### src/rtl/rfrx_pkg.sv
package rfrx_pkg;
  localparam int BYTE_W = 8;

  typedef enum logic [2:0] {
    S_IDLE, S_CMD, S_DATA, S_FLA, S_FLAE, S_FLB, S_FLBE
  } rxState_t;

  typedef struct packed {
    logic clrFrame;
    logic capSrc;
    logic capDst;
    logic wrPay;
    logic finish;
    logic abort;
  } dpCtl_t;
endpackage

### src/rtl/rfrx_ctrl.sv
module rfrx_ctrl
  import rfrx_pkg::*;
#(
  parameter int PAYLOAD_BYTES = 4,
  parameter logic [5:0] RXFIFO_ADDR = 6'h3F,
  parameter logic [7:0] CMD_FLUSH = 8'h08
) (
  input  logic        clk,
  input  logic        rst,
  input  logic        fifoNotEmpty,
  input  logic        fifoAboveThresh,
  input  logic        spiReq,
  input  logic        spiRxValid,
  input  logic [7:0]  spiRxByte,
  output logic        spiTxValid,
  output logic [7:0]  spiTxByte,
  output dpCtl_t      ctl
);
  localparam int FRAME_LEN = 2 + PAYLOAD_BYTES + 2;
  localparam int DUMMY_CNT = FRAME_LEN + 1;
  localparam int IDX_W = $clog2(DUMMY_CNT + 2);
  localparam logic [IDX_W-1:0] IDX_LEN  = IDX_W'(1);
  localparam logic [IDX_W-1:0] IDX_SRC  = IDX_W'(2);
  localparam logic [IDX_W-1:0] IDX_DST  = IDX_W'(3);
  localparam logic [IDX_W-1:0] IDX_PAY0 = IDX_W'(4);
  localparam logic [IDX_W-1:0] IDX_PAYE = IDX_W'(4 + PAYLOAD_BYTES);
  localparam logic [IDX_W-1:0] IDX_CRC1 = IDX_W'(4 + PAYLOAD_BYTES + 1);
  localparam logic [IDX_W-1:0] DUMMY_LIM = IDX_W'(DUMMY_CNT);
  localparam logic [7:0] READ_CMD = {1'b0, 1'b1, RXFIFO_ADDR};
  localparam logic [7:0] LEN_VAL = 8'(FRAME_LEN);

  rxState_t state, nextState;
  logic [IDX_W-1:0] sentCnt, rxCnt;
  logic errSeen, lenBad;
  logic errNow, startNow, frameBad;

  assign errNow   = !fifoNotEmpty && fifoAboveThresh;
  assign startNow = fifoNotEmpty && fifoAboveThresh;
  assign frameBad = errSeen || errNow || lenBad;

  always_comb begin
    nextState  = state;
    spiTxValid = 1'b0;
    spiTxByte  = '0;
    ctl        = '0;
    case (state)
      S_IDLE: begin
        if (errNow) nextState = S_FLA;
        else if (startNow) nextState = S_CMD;
      end
      S_CMD: begin
        if (errNow) nextState = S_FLA;
        else if (spiReq) begin
          spiTxValid   = 1'b1;
          spiTxByte    = READ_CMD;
          ctl.clrFrame = 1'b1;
          nextState    = S_DATA;
        end
      end
      S_DATA: begin
        if (spiReq) begin
          if (frameBad) begin
            ctl.abort = 1'b1;
            nextState = S_FLA;
          end else if (sentCnt < DUMMY_LIM) begin
            spiTxValid = 1'b1;
          end else begin
            nextState = S_IDLE;
          end
        end
        if (spiRxValid && !errSeen && !lenBad) begin
          ctl.capSrc = (rxCnt == IDX_SRC);
          ctl.capDst = (rxCnt == IDX_DST);
          ctl.wrPay  = (rxCnt >= IDX_PAY0) && (rxCnt < IDX_PAYE);
          ctl.finish = (rxCnt == IDX_CRC1);
        end
      end
      S_FLA, S_FLB: begin
        if (spiReq) begin
          spiTxValid = 1'b1;
          spiTxByte  = CMD_FLUSH;
          nextState  = (state == S_FLA) ? S_FLAE : S_FLBE;
        end
      end
      S_FLAE: if (spiReq) nextState = S_FLB;
      S_FLBE: if (spiReq) nextState = S_IDLE;
      default: nextState = S_IDLE;
    endcase
  end

  always_ff @(posedge clk) begin
    if (rst) begin
      state   <= S_IDLE;
      sentCnt <= '0;
      rxCnt   <= '0;
      errSeen <= 1'b0;
      lenBad  <= 1'b0;
    end else begin
      state <= nextState;
      if (ctl.clrFrame) begin
        sentCnt <= '0;
        rxCnt   <= '0;
        errSeen <= 1'b0;
        lenBad  <= 1'b0;
      end else if (state == S_DATA) begin
        if (spiReq && spiTxValid) sentCnt <= sentCnt + 1'b1;
        if (spiRxValid) begin
          rxCnt <= rxCnt + 1'b1;
          if (rxCnt == IDX_LEN && spiRxByte != LEN_VAL) lenBad <= 1'b1;
        end
        if (errNow) errSeen <= 1'b1;
      end
    end
  end

  assert_tx_on_req_R2: assert property (@(posedge clk) disable iff (rst)
    spiTxValid |-> spiReq);
  assert_dummy_bound_R2: assert property (@(posedge clk) disable iff (rst)
    sentCnt <= DUMMY_LIM);
  assert_len_refuse_R3: assert property (@(posedge clk) disable iff (rst)
    (state == S_DATA && lenBad && spiReq) |-> !spiTxValid);
  assert_idle_fault_R9: assert property (@(posedge clk) disable iff (rst)
    (state == S_IDLE && errNow) |=> (state == S_FLA));
  assert_fault_refuse_R10: assert property (@(posedge clk) disable iff (rst)
    (state == S_DATA && errSeen && spiReq) |-> (!spiTxValid && ctl.abort));
endmodule

### src/rtl/rfrx_datapath.sv
module rfrx_datapath
  import rfrx_pkg::*;
#(
  parameter logic [7:0] BCAST_ADDR = 8'hFF
) (
  input  logic        clk,
  input  logic        rst,
  input  dpCtl_t      ctl,
  input  logic [7:0]  rxByte,
  input  logic [7:0]  localAddr,
  input  logic [7:0]  remoteAddr,
  output logic        bufWrite,
  output logic [7:0]  bufData,
  output logic [7:0]  bufSrc,
  output logic [7:0]  bufDst,
  output logic        bufCommit,
  output logic        bufDiscard
);
  logic [7:0] srcReg, dstReg;
  logic accepted, wroteAny, acceptNow;

  always_comb begin
    if (rxByte == BCAST_ADDR)
      acceptNow = 1'b1;
    else if (remoteAddr == BCAST_ADDR)
      acceptNow = (rxByte == localAddr);
    else
      acceptNow = (srcReg == remoteAddr) && (rxByte == localAddr);
  end

  always_ff @(posedge clk) begin
    if (rst) begin
      srcReg     <= '0;
      dstReg     <= '0;
      accepted   <= 1'b0;
      wroteAny   <= 1'b0;
      bufWrite   <= 1'b0;
      bufData    <= '0;
      bufCommit  <= 1'b0;
      bufDiscard <= 1'b0;
    end else begin
      bufWrite   <= 1'b0;
      bufCommit  <= 1'b0;
      bufDiscard <= 1'b0;
      if (ctl.clrFrame) begin
        accepted <= 1'b0;
        wroteAny <= 1'b0;
      end
      if (ctl.capSrc) srcReg <= rxByte;
      if (ctl.capDst) begin
        dstReg   <= rxByte;
        accepted <= acceptNow;
      end
      if (ctl.wrPay && accepted) begin
        bufWrite <= 1'b1;
        bufData  <= rxByte;
        wroteAny <= 1'b1;
      end
      if (ctl.finish) begin
        bufCommit  <= accepted && rxByte[7];
        bufDiscard <= accepted && !rxByte[7];
        wroteAny   <= 1'b0;
      end
      if (ctl.abort) begin
        bufDiscard <= wroteAny;
        wroteAny   <= 1'b0;
      end
    end
  end

  assign bufSrc = srcReg;
  assign bufDst = dstReg;

  assert_end_excl_R5: assert property (@(posedge clk) disable iff (rst)
    !(bufCommit && bufDiscard));
  assert_write_accepted_R8: assert property (@(posedge clk) disable iff (rst)
    bufWrite |-> accepted);
  assert_commit_has_data_R4: assert property (@(posedge clk) disable iff (rst)
    bufCommit |-> $past(wroteAny));
endmodule

### src/rtl/rfrx_frame_parser.sv
module rfrx_frame_parser
  import rfrx_pkg::*;
#(
  parameter int PAYLOAD_BYTES = 4,
  parameter logic [5:0] RXFIFO_ADDR = 6'h3F,
  parameter logic [7:0] CMD_FLUSH = 8'h08,
  parameter logic [7:0] BCAST_ADDR = 8'hFF
) (
  input  logic       clk,
  input  logic       rst,
  input  logic       fifoNotEmpty,
  input  logic       fifoAboveThresh,
  input  logic [7:0] localAddr,
  input  logic [7:0] remoteAddr,
  input  logic       spiReq,
  output logic       spiTxValid,
  output logic [7:0] spiTxByte,
  input  logic       spiRxValid,
  input  logic [7:0] spiRxByte,
  output logic       bufWrite,
  output logic [7:0] bufData,
  output logic [7:0] bufSrc,
  output logic [7:0] bufDst,
  output logic       bufCommit,
  output logic       bufDiscard
);
  dpCtl_t ctl;

  rfrx_ctrl #(
    .PAYLOAD_BYTES(PAYLOAD_BYTES),
    .RXFIFO_ADDR(RXFIFO_ADDR),
    .CMD_FLUSH(CMD_FLUSH)
  ) uCtrl (
    .clk(clk), .rst(rst),
    .fifoNotEmpty(fifoNotEmpty), .fifoAboveThresh(fifoAboveThresh),
    .spiReq(spiReq), .spiRxValid(spiRxValid), .spiRxByte(spiRxByte),
    .spiTxValid(spiTxValid), .spiTxByte(spiTxByte), .ctl(ctl)
  );

  rfrx_datapath #(.BCAST_ADDR(BCAST_ADDR)) uDp (
    .clk(clk), .rst(rst), .ctl(ctl), .rxByte(spiRxByte),
    .localAddr(localAddr), .remoteAddr(remoteAddr),
    .bufWrite(bufWrite), .bufData(bufData), .bufSrc(bufSrc), .bufDst(bufDst),
    .bufCommit(bufCommit), .bufDiscard(bufDiscard)
  );
endmodule

### config.mk
export PLATFORM = sky130hd
export DESIGN_NAME = rfrx_frame_parser
export DESIGN_NICKNAME = d
export VERILOG_FILES = /design/src/rtl/rfrx_pkg.sv /design/src/rtl/rfrx_ctrl.sv /design/src/rtl/rfrx_datapath.sv /design/src/rtl/rfrx_frame_parser.sv
export SDC_FILE = /design/constraint.sdc
export NUM_CORES = 1
export LEC_CHECK = 0
export BUFFER_PORTS_ARGS = -buffer_cell sky130_fd_sc_hd__clkbuf_2
export CAP_MARGIN = 10
export CORE_ASPECT_RATIO = 1.2
export CORE_MARGIN = 8
export CORE_UTILIZATION = 44
export CTS_CLUSTER_DIAMETER = 200
export CTS_CLUSTER_SIZE = 16
export DETAILED_ROUTE_END_ITERATION = 6
export GPL_TIMING_DRIVEN = 0
export PLACE_DENSITY_LB_ADDON = 0.25
export REMOVE_ABC_BUFFERS = 1
export SLEW_MARGIN = 20
export SYNTH_ARGS = -nofsm -noshare
export SYNTH_HDL_FRONTEND = slang
export SYNTH_SLANG_ARGS = --single-unit
### constraint.sdc
create_clock -name clk -period 1.9 [get_ports clk]
set_input_delay 0.285 -clock clk [delete_from_list [all_inputs] [get_ports clk]]
set_output_delay 0.285 -clock clk [all_outputs]
set_load 0.02 [all_outputs]
* Word level (Yosys, flattened, before mapping)
Index checks and enable logic that the tools add are counted.
** Storage, ports and cells
- Output and inout port bits :: 36
- Word-level logic and storage cells :: 105
- Flip-flop bits (word level) :: 42
- Input bits :: 30
** Cells by class
- Eq/ne operators :: 22
- Bitwise operators :: 1
- Add/subtract/negate cells :: 2
- Reductions and logical operators :: 29
- Magnitude comparators :: 3
- Mux-type cells :: 35
** Operators with widths (count)
- $mux 3 :: 10
- $pmux 3 s6 :: 1
- $eq 8x8->1 :: 2
- $eq 8x8->1 const B :: 2
- $mux 1 :: 16
- $pmux 8 s2 :: 1
- $logic_and 1x1->1 :: 11
- $eq 3x3->1 const B :: 3
- $add 4x1->4 const B :: 2
- $eq 4x2->1 const B :: 2
- $lt 4x4->1 const B :: 2
- $mux 4 :: 2
- $mux 8 :: 1
- $ne 2x2->1 const B :: 4
- $ne 8x4->1 const B :: 1
- $mux 7 :: 1
- $reduce_and 7->1 :: 1
- $eq 3x2->1 const B :: 2
- $ne 3x2->1 const B :: 2
- $reduce_and 2->1 :: 3
- $reduce_or 2->1 :: 3
- $mux 5 :: 1
- $eq 4x1->1 const B :: 1
- $eq 4x4->1 const B :: 1
- other kinds (12) :: 17

* Depth between registers and ports, before layout
Gate-level depths: netlist (run 1).
- Word-level depth :: 9
- Gate-level depth with buffers :: 7
- Depth with buffers taken out :: 7

* Modules after synthesis
From an unflattened synthesis (run 1), not the netlist that was laid out.
** Unflattened totals
- Cell total of the unflattened synthesis :: 245
- Area total of the unflattened synthesis :: 2179.6 sq um
** Modules (own cells, without submodules)
- rfrx_datapath :: times used 1, area each 1233.7 sq um, cells each 134
- rfrx_ctrl :: times used 1, area each 945.9 sq um, cells each 111

* Least setup slack after synthesis (run 1)
OpenSTA, ideal clock, no wires.
- Path type :: input-to-output
- From :: input port spiReq
- To :: output port spiTxByte[1]
- Arrival time :: 1.601 ns
- Stages :: 6
- Slack :: 0.014 ns
- Path buffers :: 2
- Cell sequence :: buf_2 > inv_2 > or3_1 > or3_1 > inv_1 > buf_4
** Between the ends
- Longest elaborated chain between the ends :: 3
** Ends and longest elaborated chain
- start, declared :: line rfrx_frame_parser.sv:15 : input logic spiReq,
- $mux 7 :: line rfrx_ctrl.sv:53 : else if (spiReq) begin
- $mux 8 :: line rfrx_ctrl.sv:52 : if (errNow) nextState = S_FLA;
- $pmux 8 s2 :: line rfrx_ctrl.sv:46 : case (state)
- end, declared :: line rfrx_frame_parser.sv:17 : output logic [7:0] spiTxByte,
Every way passes these cells.

* Worst setup path after layout (run 1)
- From :: register uCtrl.state[0]
- To :: output port spiTxValid
** Between the ends
- Longest elaborated chain between the ends :: 3
- Elaborated cells between the ends (all ways) :: 6
- Classes of those cells :: eq/ne (4); mux (1); reduce/logical (1)
** Ends and longest elaborated chain
- start, declared :: line rfrx_ctrl.sv:32 : rxState_t state, nextState;
- start signal, assigned :: line rfrx_ctrl.sv:99 : state <= nextState;
- $eq 3x3->1 / $eq 3x2->1 (equally long branches) :: line rfrx_ctrl.sv:46
- $reduce_or 2->1 :: line rfrx_ctrl.sv:46
- $pmux 1 s3 (*) :: line rfrx_ctrl.sv:46
- end, declared :: line rfrx_frame_parser.sv:16 : output logic spiTxValid,
Every way passes the cells marked *; elsewhere a longest branch is shown, timed or not.

==> metrics.yaml, run 1 <==
status: "complete, but fails checks"
violations: "negative setup slack"
fin_ws_ns: -0.0712
crit_chain: "buf_6 > or3b_4 > a2111oi_4 > o21a_1 > clkbuf_8"
antenna_found_initial: 0
cp_data_arrival_time_ns: 1.69
fin_tns_setup_ns: -0.239
synth_top_area_frac: 0.393
rrSetupSlack_ns: 0.04
total_power_mw: 2.30
syn_inst: 260
wirelength_um: 5340
end_kind: "output port"
cts_tree: "done"
grt_max_degree: 34
p_leak_nw: 1.16
fin_crit_ns: 1.97
cp-start-kind: "register"
yosys_warnings: 0
cts_htree_levels: 2
async_flop_share: 0
clk_path_buf_depth: 2
synth_edf_count: 0
min_path_type: "in -> reg"
worstRegToRegCells: 6
synth_cell_types: 46
rows: 28
fin_crit_sh: 1.04
yosys.area.top_type: "dfxtp_1"
slowest_stage: "or3b_4"
tightest_slew_ns: 0.654
n_antenna_cell: 0
finalMaxSlewViolations: 0
synth-seq-cells: 42
grt_pass1_wl_um: 8850
dr.pass1.iters: 4
min_to: "uDp.bufSrc[6]$_SDFFE_PP0P_"
finalHoldViolations: 0
cp_data_required_time_ns: 1.62
dieArea_um2: 7360
cpPeakStageDelay_ns: 0.39
r2r_start: "uCtrl.state[0]$_SDFFE_PP0P_"
start_util: 0.446
first_iter_violations: 101
via_per_inst: 5.21
grt_usage: 0.146
drc_errors: 0
overflow: 0
rsz0062_at_grt: "true"
synthTopCellsByCount: "43 x nand2_1, 42 x dfxtp_1, 26 x a21oi_1"
gp_congestion: 0.814
nNetsFinal: 353
holdPathStages: 3
max_freq_ghz: 0.507
crit_fanout: 5
insertion_delay_ns: 0.30
timing.critical_path.buf_inv: 2
regArea_um2: 852
timing.rr.end: "uDp.accepted$_SDFFE_PP0P_"
setup-violations-final: 7
cts.sinks: 42
power_density_nw_per_um2: 839
synth_most_common_cell: "nand2_1"
io_buffers: 64
ctsHoldBuffers: 0
slew_headroom: 0.564
critPathTopFamily: "simple AND/OR/NAND/NOR gates"
root_buffer: "clkbuf_8"
vias: 1974
multi_input_area_um2: 1190
crit_type: "reg -> out"
finClkSkew_ns: 0.0124
die_width_um: 79.7
core_area_um2: 4800
routedWlPerCell_um: 14.1
yosys-top-cells-area: "dfxtp_1 39%, nand2_1 7.5%, a21oi_1 6.1%"
drive_gt1_frac: 0.310
dpl.hpwl_um: 3910
synth_seq_area_share: 0.393
max_cap_viol_count: 0
cts_made_buffers: 5
num-fill-cells: 455
die_h_um: 92.4
clk_pin_slew_ns: 0.09
syn_area_um2: 2140
grt_pass1_vias: 1870
syn_to_final_growth_pct: 28.2
cp.depth: 5
synth-main-ff-cell: "dfxtp_1"
route.antenna.remaining_nets: 0
pre_cts_ws_ns: -0.332
vdd_drop_max_mv: 0.505
avgSynthCellArea_um2: 8.23
hp-start: "spiRxByte[6]"
ioPinCount: 66
==> worst max-delay path by stage <==
stage | start | end | slack, ns
floorplan | uCtrl.state[0]$_SDFFE_PP0P_ | spiTxByte[0] | -0.42
global placement | uCtrl.state[1]$_SDFFE_PP0P_ | uDp.wroteAny$_SDFFE_PP0P_ | -0.31
detailed placement | uCtrl.state[1]$_SDFFE_PP0P_ | uDp.wroteAny$_SDFFE_PP0P_ | -0.33
CTS | uCtrl.state[0]$_SDFFE_PP0P_ | spiTxByte[1] | -0.1
global route | uCtrl.state[0]$_SDFFE_PP0P_ | spiTxValid | -0.14
finish | uCtrl.state[0]$_SDFFE_PP0P_ | spiTxValid | -0.07
==> cells by family (layout without fill, tap and decap cells) <==
group                      after synthesis  count (layout)  synth area share
adders and majority gates                5               5            0.0292
other                                    1               1           0.00175
DFF                                     42              42             0.393
and+or+nand+nor                        109             109             0.252
buffers and inverters                   29              88            0.0678
xor gates and xnor gates                21              21            0.0859
muxes                                    8               8            0.0374
AOI/OAI and AO/OA                       45              45             0.133
==> flip-flops by register name, summed over array words and instances (netlist names), 3 cells and up <==
signal	flops
uCtrl.rxCnt	4
uDp.bufData	8
uCtrl.sentCnt	4
uDp.bufSrc	8
uDp.bufDst	8
uCtrl.state	3
==> cell usage in the layout, fill, tap and decap left out, types with 2 or more instances in the layout <==
cell	count
a211oi_1	2
a21oi_1	26
a31oi_1	2
and2_2	3
buf_4	8
buf_6	2
buf_8	5
bufinv_16	2
clkbuf_2	56
clkbuf_8	6
dfxtp_1	39
dfxtp_4	3
ha_1	5
inv_1	4
inv_2	2
mux2i_1	8
nand2_1	42
nand2b_1	2
nand3_1	3
nand4_1	8
nor2_1	22
nor3_1	4
nor3b_1	3
nor4_1	5
o21ai_0	5
or3_1	2
xnor2_1	10
xor2_1	11
==> layer usage <==
metal	GRT usage	wire length [µm]
met1	0.179	2350
met2	0.237	2490
met3	0.0484	438
met4	0.0418	61
met5	0	0
==> through the flow <==
stage / cell area [µm²] / hold slack (ns) / util / cells
finish: 2750 / 0.318 / 0.572 / 379
global placement: 2420 / 0.441 / 0.504 / 362
CTS: 2700 / 0.307 / 0.563 / 377
global route: 2750 / 0.311 / 0.572 / 379
detailed placement: 2420 / 0.446 / 0.504 / 362
floorplan: 2020 / 0.354 / - / 238
==> worst min-delay path: cells and delay by family <==
kind	cells	cell delay (ns)
compound gates	1	0.05
buf+inv	1	0.15
simple gates	1	0.08
==> layout make-up <==
class,count,area share
Multi-Input combinational cell,189,0.433
Sequential cell,42,0.310
Timing Repair Buffer,73,0.166
Tap cell,60,0.0273
Clock buffer,5,0.0251
Clock inverter,3,0.0251
Inverter,7,0.0123
==> what timing repair did <==
action	4_1_cts	5_1_grt
gates resized for setup	27	16
setup endpoints to repair	46	30
buffers inserted	7	2
pin swaps	5	3
==> power breakdown <==
part / internal [mW] / switching [mW] / total [mW]
Sequential: 0.912 / 0.0291 / 0.941
Clock: 0.526 / 0.314 / 0.840
Combinational: 0.245 / 0.279 / 0.523
(Power assumes the default switching activity.)
==> run 2, diff against run 1 <==
--- a/config.mk
+++ b/config.mk
@@ -13,7 +13,7 @@
 export CTS_CLUSTER_DIAMETER = 200
 export CTS_CLUSTER_SIZE = 16
 export DETAILED_ROUTE_END_ITERATION = 6
-export GPL_TIMING_DRIVEN = 0
+export GPL_TIMING_DRIVEN = 1
 export PLACE_DENSITY_LB_ADDON = 0.25
 export REMOVE_ABC_BUFFERS = 1
 export SLEW_MARGIN = 20
==> run 2 against run 1 <==
The run still ends with negative setup slack left. Power is 4.1% lower. Worst hold slack got worse by 0.0041 ns. Utilization is 1.5 points higher. Clock skew decreased by 0.0045 ns. Die area unchanged. Largest power group unchanged. Highest routed layer unchanged.
==> metrics.yaml, run 2 (synthesis gave the netlist of run 1 again) <==
insertion_delay_ns: 0.29  # about the same
overflow: 0  # unchanged
root_buffer: "clkbuf_8"
seqPwrFrac: 0.422  # +0.014
timing.critical_path.buf_inv: 2  # unchanged
clkPwrFrac: 0.320  # -0.044
grt_pass1_wl_um: 8890  # +0.40%
violations: "negative setup slack"
grt_max_degree: 33  # -2.9%
cts_htree_levels: 2  # unchanged
dpl.hpwl_um: 4140  # +5.9%
via_per_inst: 5.20  # -0.24%
crit_type: "reg -> out"
regArea_um2: 850  # -0.29%
switching_share: 0.288  # +0.0183
syn_to_final_growth_pct: 31.6
slowest_stage: "or3_4"
grt_busiest_layer: "met2"
use_met2: 0.234  # -0.00272
mostFrequentLayoutCells: "57 x clkbuf_2, 43 x nand2_1, 37 x dfxtp_1, 26 x a21oi_1, 22 x nor2_1"
clk_path_buf_depth: 2  # unchanged
antenna_found_initial: 0  # unchanged
cpPeakStageDelay_ns: 0.42  # +0.03 ns
die_h_um: 92.4  # unchanged
rrSetupSlack_ns: 0.15  # +0.11 ns
end_kind: "output port"
num-fill-cells: 426  # -6.4%
max_cap_viol_count: 0  # unchanged
cp_data_arrival_time_ns: 1.65  # -0.04 ns
rsz0062_at_grt: "true"
fin_crit_sh: 1.02  # -0.0180
ctsHoldBuffers: 0  # unchanged
finClkSkew_ns: 0.00793  # -0.00451 ns
critPathTopFamily: "simple AND/OR/NAND/NOR gates"
core_area_um2: 4800  # unchanged
power_density_nw_per_um2: 784  # -6.6%
routedWlPerCell_um: 14.4  # +2.4%
drive_gt1_frac: 0.345  # +0.0342
grtUsageMet1: 0.181  # +0.00242
grt_usage: 0.148  # +0.00150
setup-violations-final: 6  # -1
rows: 28  # unchanged
drc_errors: 0  # unchanged
p_leak_nw: 1.20  # +3.3%
cp_data_required_time_ns: 1.62  # about the same
vdd_drop_max_mv: 0.517  # +2.4%
total_power_mw: 2.21  # -4.1%
p_comb_frac: 0.258  # +0.031
n_antenna_cell: 0  # unchanged
wirelength_um: 5600  # +4.9%
min_path_type: "in -> reg"
io_buffers: 64  # unchanged
ioPinCount: 66  # unchanged
crit_chain: "or3_1 > or3_4 > inv_8 > buf_8"
crit_fanout: 6  # +1
cts_made_buffers: 5  # unchanged
die_width_um: 79.7  # unchanged
vias: 2016  # +2.1%
route.antenna.remaining_nets: 0  # unchanged
cts.sinks: 42  # unchanged
first_iter_violations: 138  # +37%
cp-start-kind: "register"
fin_tns_setup_ns: -0.210  # +0.0290 ns
p_switching_uw: 636  # +2.4%
use_met3: 0.0455  # -0.00291
status: "complete, but fails checks"
final_common_cell: "clkbuf_2"
fin_ws_ns: -0.0369  # +0.0343 ns
gp_congestion: 0.846  # +3.9%
finalHoldViolations: 0  # unchanged
start_util: 0.446  # unchanged
multi_input_area_um2: 1210  # +1.5%
max_freq_ghz: 0.516  # +1.8%
p_int_mw: 1.57  # -6.5%
nNetsFinal: 362  # +2.5%
fin_crit_ns: 1.94  # -0.0343 ns
clk_pin_slew_ns: 0.08  # about the same
grt_pass1_vias: 1830  # -2.1%
dr.pass1.iters: 4  # unchanged
finalMaxSlewViolations: 0  # unchanged
dieArea_um2: 7360  # unchanged
cts_tree: "done"
[run 2: cell type report]
type                            count  share of cell area
Timing Repair Buffer               82               0.192
Clock inverter                      2              0.0133
Inverter                            7              0.0120
Sequential cell                    42               0.302
Tap cell                           60              0.0267
Clock buffer                        6              0.0258
Multi-Input combinational cell    189               0.429
[run 2: path summary, 6_finish.rpt]
kind | from | to | cells past startpoint
max | uCtrl.state[2]$_SDFFE_PP0P_ | spiTxByte[1] | 4
min | spiRxByte[2] | uDp.bufSrc[2]$_SDFFE_PP0P_ | 3
max reg2reg | uCtrl.state[2]$_SDFFE_PP0P_ | uDp.bufDiscard$_SDFF_PP0_ | 6
min reg2reg | uDp.bufDst[7]$_SDFFE_PP0P_ | uDp.bufDst[7]$_SDFFE_PP0P_ | 2
[run 2: per-stage QoR]
stage	area (µm²)	cells	worst slack (ns)	hold slack, ns	util
2_1_floorplan	2020	238	-0.424	0.354	-
3_3_place_gp	2530	375	0.124	0.440	0.527
3_5_place_dp	2530	375	0.118	0.446	0.527
4_1_cts	2770	387	-0.0783	0.299	0.576
5_1_grt	2820	388	-0.0812	0.306	0.587
6_report	2820	388	-0.0369	0.314	0.587
[run 2: timing repair]
action / in CTS / in global routing
buffers inserted: 4 / 1
gates resized for setup: 31 / 16
setup endpoints to repair: 7 / 26
pin swaps: 5 / 3
[run 2: power groups by stage]
| stage | clock network [mW] | registers (mW) | logic [mW] |
|---|---|---|---|
| after CTS | 0.737 | 0.929 | 0.533 |
| after global routing | 0.768 | 0.935 | 0.618 |
| final | 0.708 | 0.931 | 0.570 |
| after global placement | 0 | 0.948 | 0.463 |
| after floorplan | 0 | 0.971 | 0.248 |
| after detailed placement | 0 | 0.948 | 0.467 |
[run 2: per-layer routing]
metal / vias to the layer above / routed length [µm]
met5: - / 0
met3: 7 / 447
met4: 0 / 89
met1: 933 / 2420
li1: 1019 / -
met2: 57 / 2650
[run 2: worst min-delay path, delay by kind of cell]
family / cells / cell delay [ns]
buffers and inverters: 1 / 0.15
AND/OR/NAND/NOR: 1 / 0.08
AO/OA/AOI/OAI: 1 / 0.06
==> run 3, diff against run 2 <==
--- a/config.mk
+++ b/config.mk
@@ -5,6 +5,7 @@
 export SDC_FILE = /design/constraint.sdc
 export NUM_CORES = 1
 export LEC_CHECK = 0
+export ABC_AREA = 1
 export BUFFER_PORTS_ARGS = -buffer_cell sky130_fd_sc_hd__clkbuf_2
 export CAP_MARGIN = 10
 export CORE_ASPECT_RATIO = 1.2
@@ -14,7 +15,7 @@
 export CTS_CLUSTER_SIZE = 16
 export DETAILED_ROUTE_END_ITERATION = 6
 export GPL_TIMING_DRIVEN = 1
-export PLACE_DENSITY_LB_ADDON = 0.25
+export PLACE_DENSITY = 0.7
 export REMOVE_ABC_BUFFERS = 1
 export SLEW_MARGIN = 20
 export SYNTH_ARGS = -nofsm -noshare
==> run 3 against run 2 <==
Non-clock buffer count fell by 15. Worst setup slack gained 0.16 ns. Sequential share of layout area increased by 1.5 points. The run now ends clean.
==> metrics.yaml, run 3 <==
yosys.area.top_type: "dfxtp_1"
total_power_mw: 2.18  # -1.5%
cts_tree: "done"
cp_data_required_time_ns: 1.62  # about the same
cp.depth: 8  # +4
synth_seq_area_share: 0.381  # -0.0118
routedWlPerCell_um: 13.6  # -6.0%
nNetsFinal: 402  # +11%
io_buffers: 64  # unchanged
fin_crit_sh: 0.935  # -0.0840
synth-main-ff-cell: "dfxtp_1"
timing.critical_path.buf_inv: 3  # +1
syn_area_um2: 2210  # +3.1%
stdcell_count: 427  # +10%
cts_htree_levels: 2  # unchanged
finalHoldViolations: 0  # unchanged
overflow: 0  # unchanged
timing.rr.end: "uCtrl.state[1]$_SDFFE_PP0P_"
synth_top_area_frac: 0.381  # -0.0118
async_flop_share: 0  # unchanged
synthXorXnorAreaFrac: 0.0714  # -0.0145
avgSynthCellArea_um2: 7.26  # -12%
end_kind: "output port"
final_common_cell: "clkbuf_2"
grt_max_degree: 25  # -24%
cpPeakStageDelay_ns: 0.32  # -0.10 ns
grt_pass1_vias: 2074  # +13%
synth_most_common_cell: "nand2_1"
grt_usage: 0.153  # +0.00553
route.antenna.remaining_nets: 0  # unchanged
synth-adder-area-share: 0.0283  # -0.000878
root_buffer: "clkbuf_8"
ioPinCount: 66  # unchanged
wirelength_um: 5800  # +3.5%
die_h_um: 93.6  # +1.3%
finalMaxSlewViolations: 0  # unchanged
synth_top_family_by_area: "simple AND/OR/NAND/NOR gates"
insertion_delay_ns: 0.29  # about the same
first_iter_violations: 165  # +20%
dr.pass1.iters: 4  # unchanged
finClkSkew_ns: 0.00531  # -0.00262 ns
gp_congestion: 0.914  # +8.0%
grt_pass1_wl_um: 9340  # +5.1%
max_freq_ghz: 0.563  # +9.0%
num-fill-cells: 502  # +18%
yosys-top-cells-area: "dfxtp_1 38%, nand2_1 7.7%, nor2_1 7.3%"
syn_inst: 304  # +17%
crit_chain: "inv_1 > nand2_2 > nor2_1 > nand2_1 > nor2_4 > inv_2 > nand3_1 > clkbuf_2"
fin_crit_ns: 1.78  # -0.160 ns
fin_hold_ws_ns: 0.315  # +0.00138 ns
p_leak_nw: 1.21  # +0.65%
cp_data_arrival_time_ns: 1.49  # -0.16 ns
dpl.hpwl_um: 4470  # +7.9%
synth_compound_area_frac: 0.134  # +0.00168
yosys_warnings: 0  # unchanged
synth-seq-cells: 42  # unchanged
syn_to_final_growth_pct: 20.1
vdd_drop_max_mv: 0.597  # +15%
critPathTopFamily: "simple AND/OR/NAND/NOR gates"
ctsHoldBuffers: 0  # unchanged
crit_type: "reg -> out"
r2r_start: "uCtrl.sentCnt[0]$_SDFFE_PP0P_"
worstRegToRegCells: 11  # +5
clk_pin_slew_ns: 0.07  # about the same
max_cap_viol_count: 0  # unchanged
slowest_stage: "dfxtp_1"
mostFrequentLayoutCells: "64 x clkbuf_2, 45 x nand2_1, 43 x nor2_1, 42 x dfxtp_1, 32 x inv_1"
crit_path_end: "spiTxValid"
n_antenna_cell: 0  # unchanged
cp-start-kind: "register"
synthMuxAreaShare: 0  # -0.0374
crit_fanout: 6  # unchanged
drive_gt1_frac: 0.256  # -0.0884
synthTopCellsByCount: "45 x nand2_1, 43 x nor2_1, 42 x dfxtp_1"
rows: 28  # unchanged
cts_made_buffers: 5  # unchanged
synth_cell_types: 33  # -28%
rrSetupSlack_ns: 0.31  # +0.16 ns
start_util: 0.453  # +0.00720
setup-violations-final: 0  # -6
clk_path_buf_depth: 2  # unchanged
via_per_inst: 5.11  # -1.7%
synth_edf_count: 0  # unchanged
antenna_found_initial: 0  # unchanged
die_width_um: 80.7  # +1.2%
synthSimpleGateAreaFrac: 0.283  # +0.0304
min_path_type: "in -> reg"
startpoint: "uCtrl.state[2]$_SDFFE_PP0P_"
holdPathStages: 2  # -1
power_density_nw_per_um2: 821  # +4.7%
cts.sinks: 42  # unchanged
dp.cells: 419  # +12%
drc_errors: 0  # unchanged
dieArea_um2: 7550  # +2.5%
status: "completed"
vias: 2181  # +8.2%
core_area_um2: 4870  # +1.5%
run 3: cell count changes after synthesis, sizes merged, moves of 6 or more:
cell / before / now
inv: 7 / 38
clkbuf: 8 / 2
nand3: 4 / 14
mux2i: 8 / 0
o21ai: 5 / 28
nor2: 23 / 48
nand2: 43 / 49
run 3: kinds of logic after synthesis:
group           Yosys count
xor+xnor                 18
compound gates           58
other cells               1
buf+inv                  49
simple gates            131
flops                    42
fa+ha+maj                 5
run 3: where the power goes:
part           internal, mW  leakage [nW]  switching, mW  total [mW]
sequential            0.919         0.339         0.0478       0.966
clock                 0.253        0.0383          0.272       0.525
combinational         0.236         0.832          0.450       0.685
run 3: worst reg2reg max path, stage by stage, from the launching register on:
cell	delay (ns)
dfxtp_1	0.35
inv_1	0.08
ha_1	0.19
nand2_1	0.06
nand2_1	0.09
nand2_1	0.10
nor2_1	0.05
nor2_1	0.22
nand2_1	0.16
nand2_1	0.11
nand2_1	0.05
nor2_1	0.07
run 3: worst min-delay path by stage:
| stage | startpoint | end |
|---|---|---|
| floorplan | rst | uCtrl.state[0]$_SDFFE_PP0P_ |
| global placement | uDp.bufSrc[7]$_SDFFE_PP0P_ | uDp.bufSrc[7]$_SDFFE_PP0P_ |
| detailed placement | uDp.bufSrc[1]$_SDFFE_PP0P_ | uDp.bufSrc[1]$_SDFFE_PP0P_ |
| CTS | rst | uCtrl.state[1]$_SDFFE_PP0P_ |
| global route | rst | uCtrl.state[2]$_SDFFE_PP0P_ |
| finish | rst | uCtrl.state[0]$_SDFFE_PP0P_ |
run 3: metal layers:
| metal | up-vias | share of wire | track usage |
|---|---|---|---|
| met4 | 0 | 0.015 | 0.0627 |
| met2 | 73 | 0.47 | 0.252 |
| met3 | 9 | 0.093 | 0.0489 |
| met1 | 994 | 0.42 | 0.178 |
| met5 | - | 0 | 0 |
| li1 | 1105 | - | - |
run 3: repair_timing:
| action | 4_1_cts | 5_1_grt |
|---|---|---|
| buffers inserted | 0 | 1 |
| endpoints found under the setup margin | 1 | 2 |
| gates cloned | 0 | 0 |
| pin swaps | 0 | 1 |
| gates resized for setup | 1 | 1 |
run 3: metrics by stage:
step | setup TNS (ns) | worst slack, ns | area (µm²) | util
finish | 0 | 0.123 | 2650 | 0.544
floorplan | -2.85 | -0.380 | 2130 | -
CTS | 0 | 0.0771 | 2620 | 0.539
detailed placement | 0 | 0.325 | 2540 | 0.522
global route | -0.000813 | -0.000813 | 2650 | 0.544
global placement | 0 | 0.361 | 2540 | 0.522
run 3: layout make-up:
| type | count | area [µm²] | area share |
|---|---|---|---|
| multi-input combinational | 213 | 1160 | 0.437 |
| timing repair buffer | 67 | 355 | 0.134 |
| sequential | 42 | 841 | 0.317 |
| tap | 60 | 75.1 | 0.0283 |
| inverter | 38 | 145 | 0.0547 |
| clock buffer | 7 | 76.3 | 0.0288 |
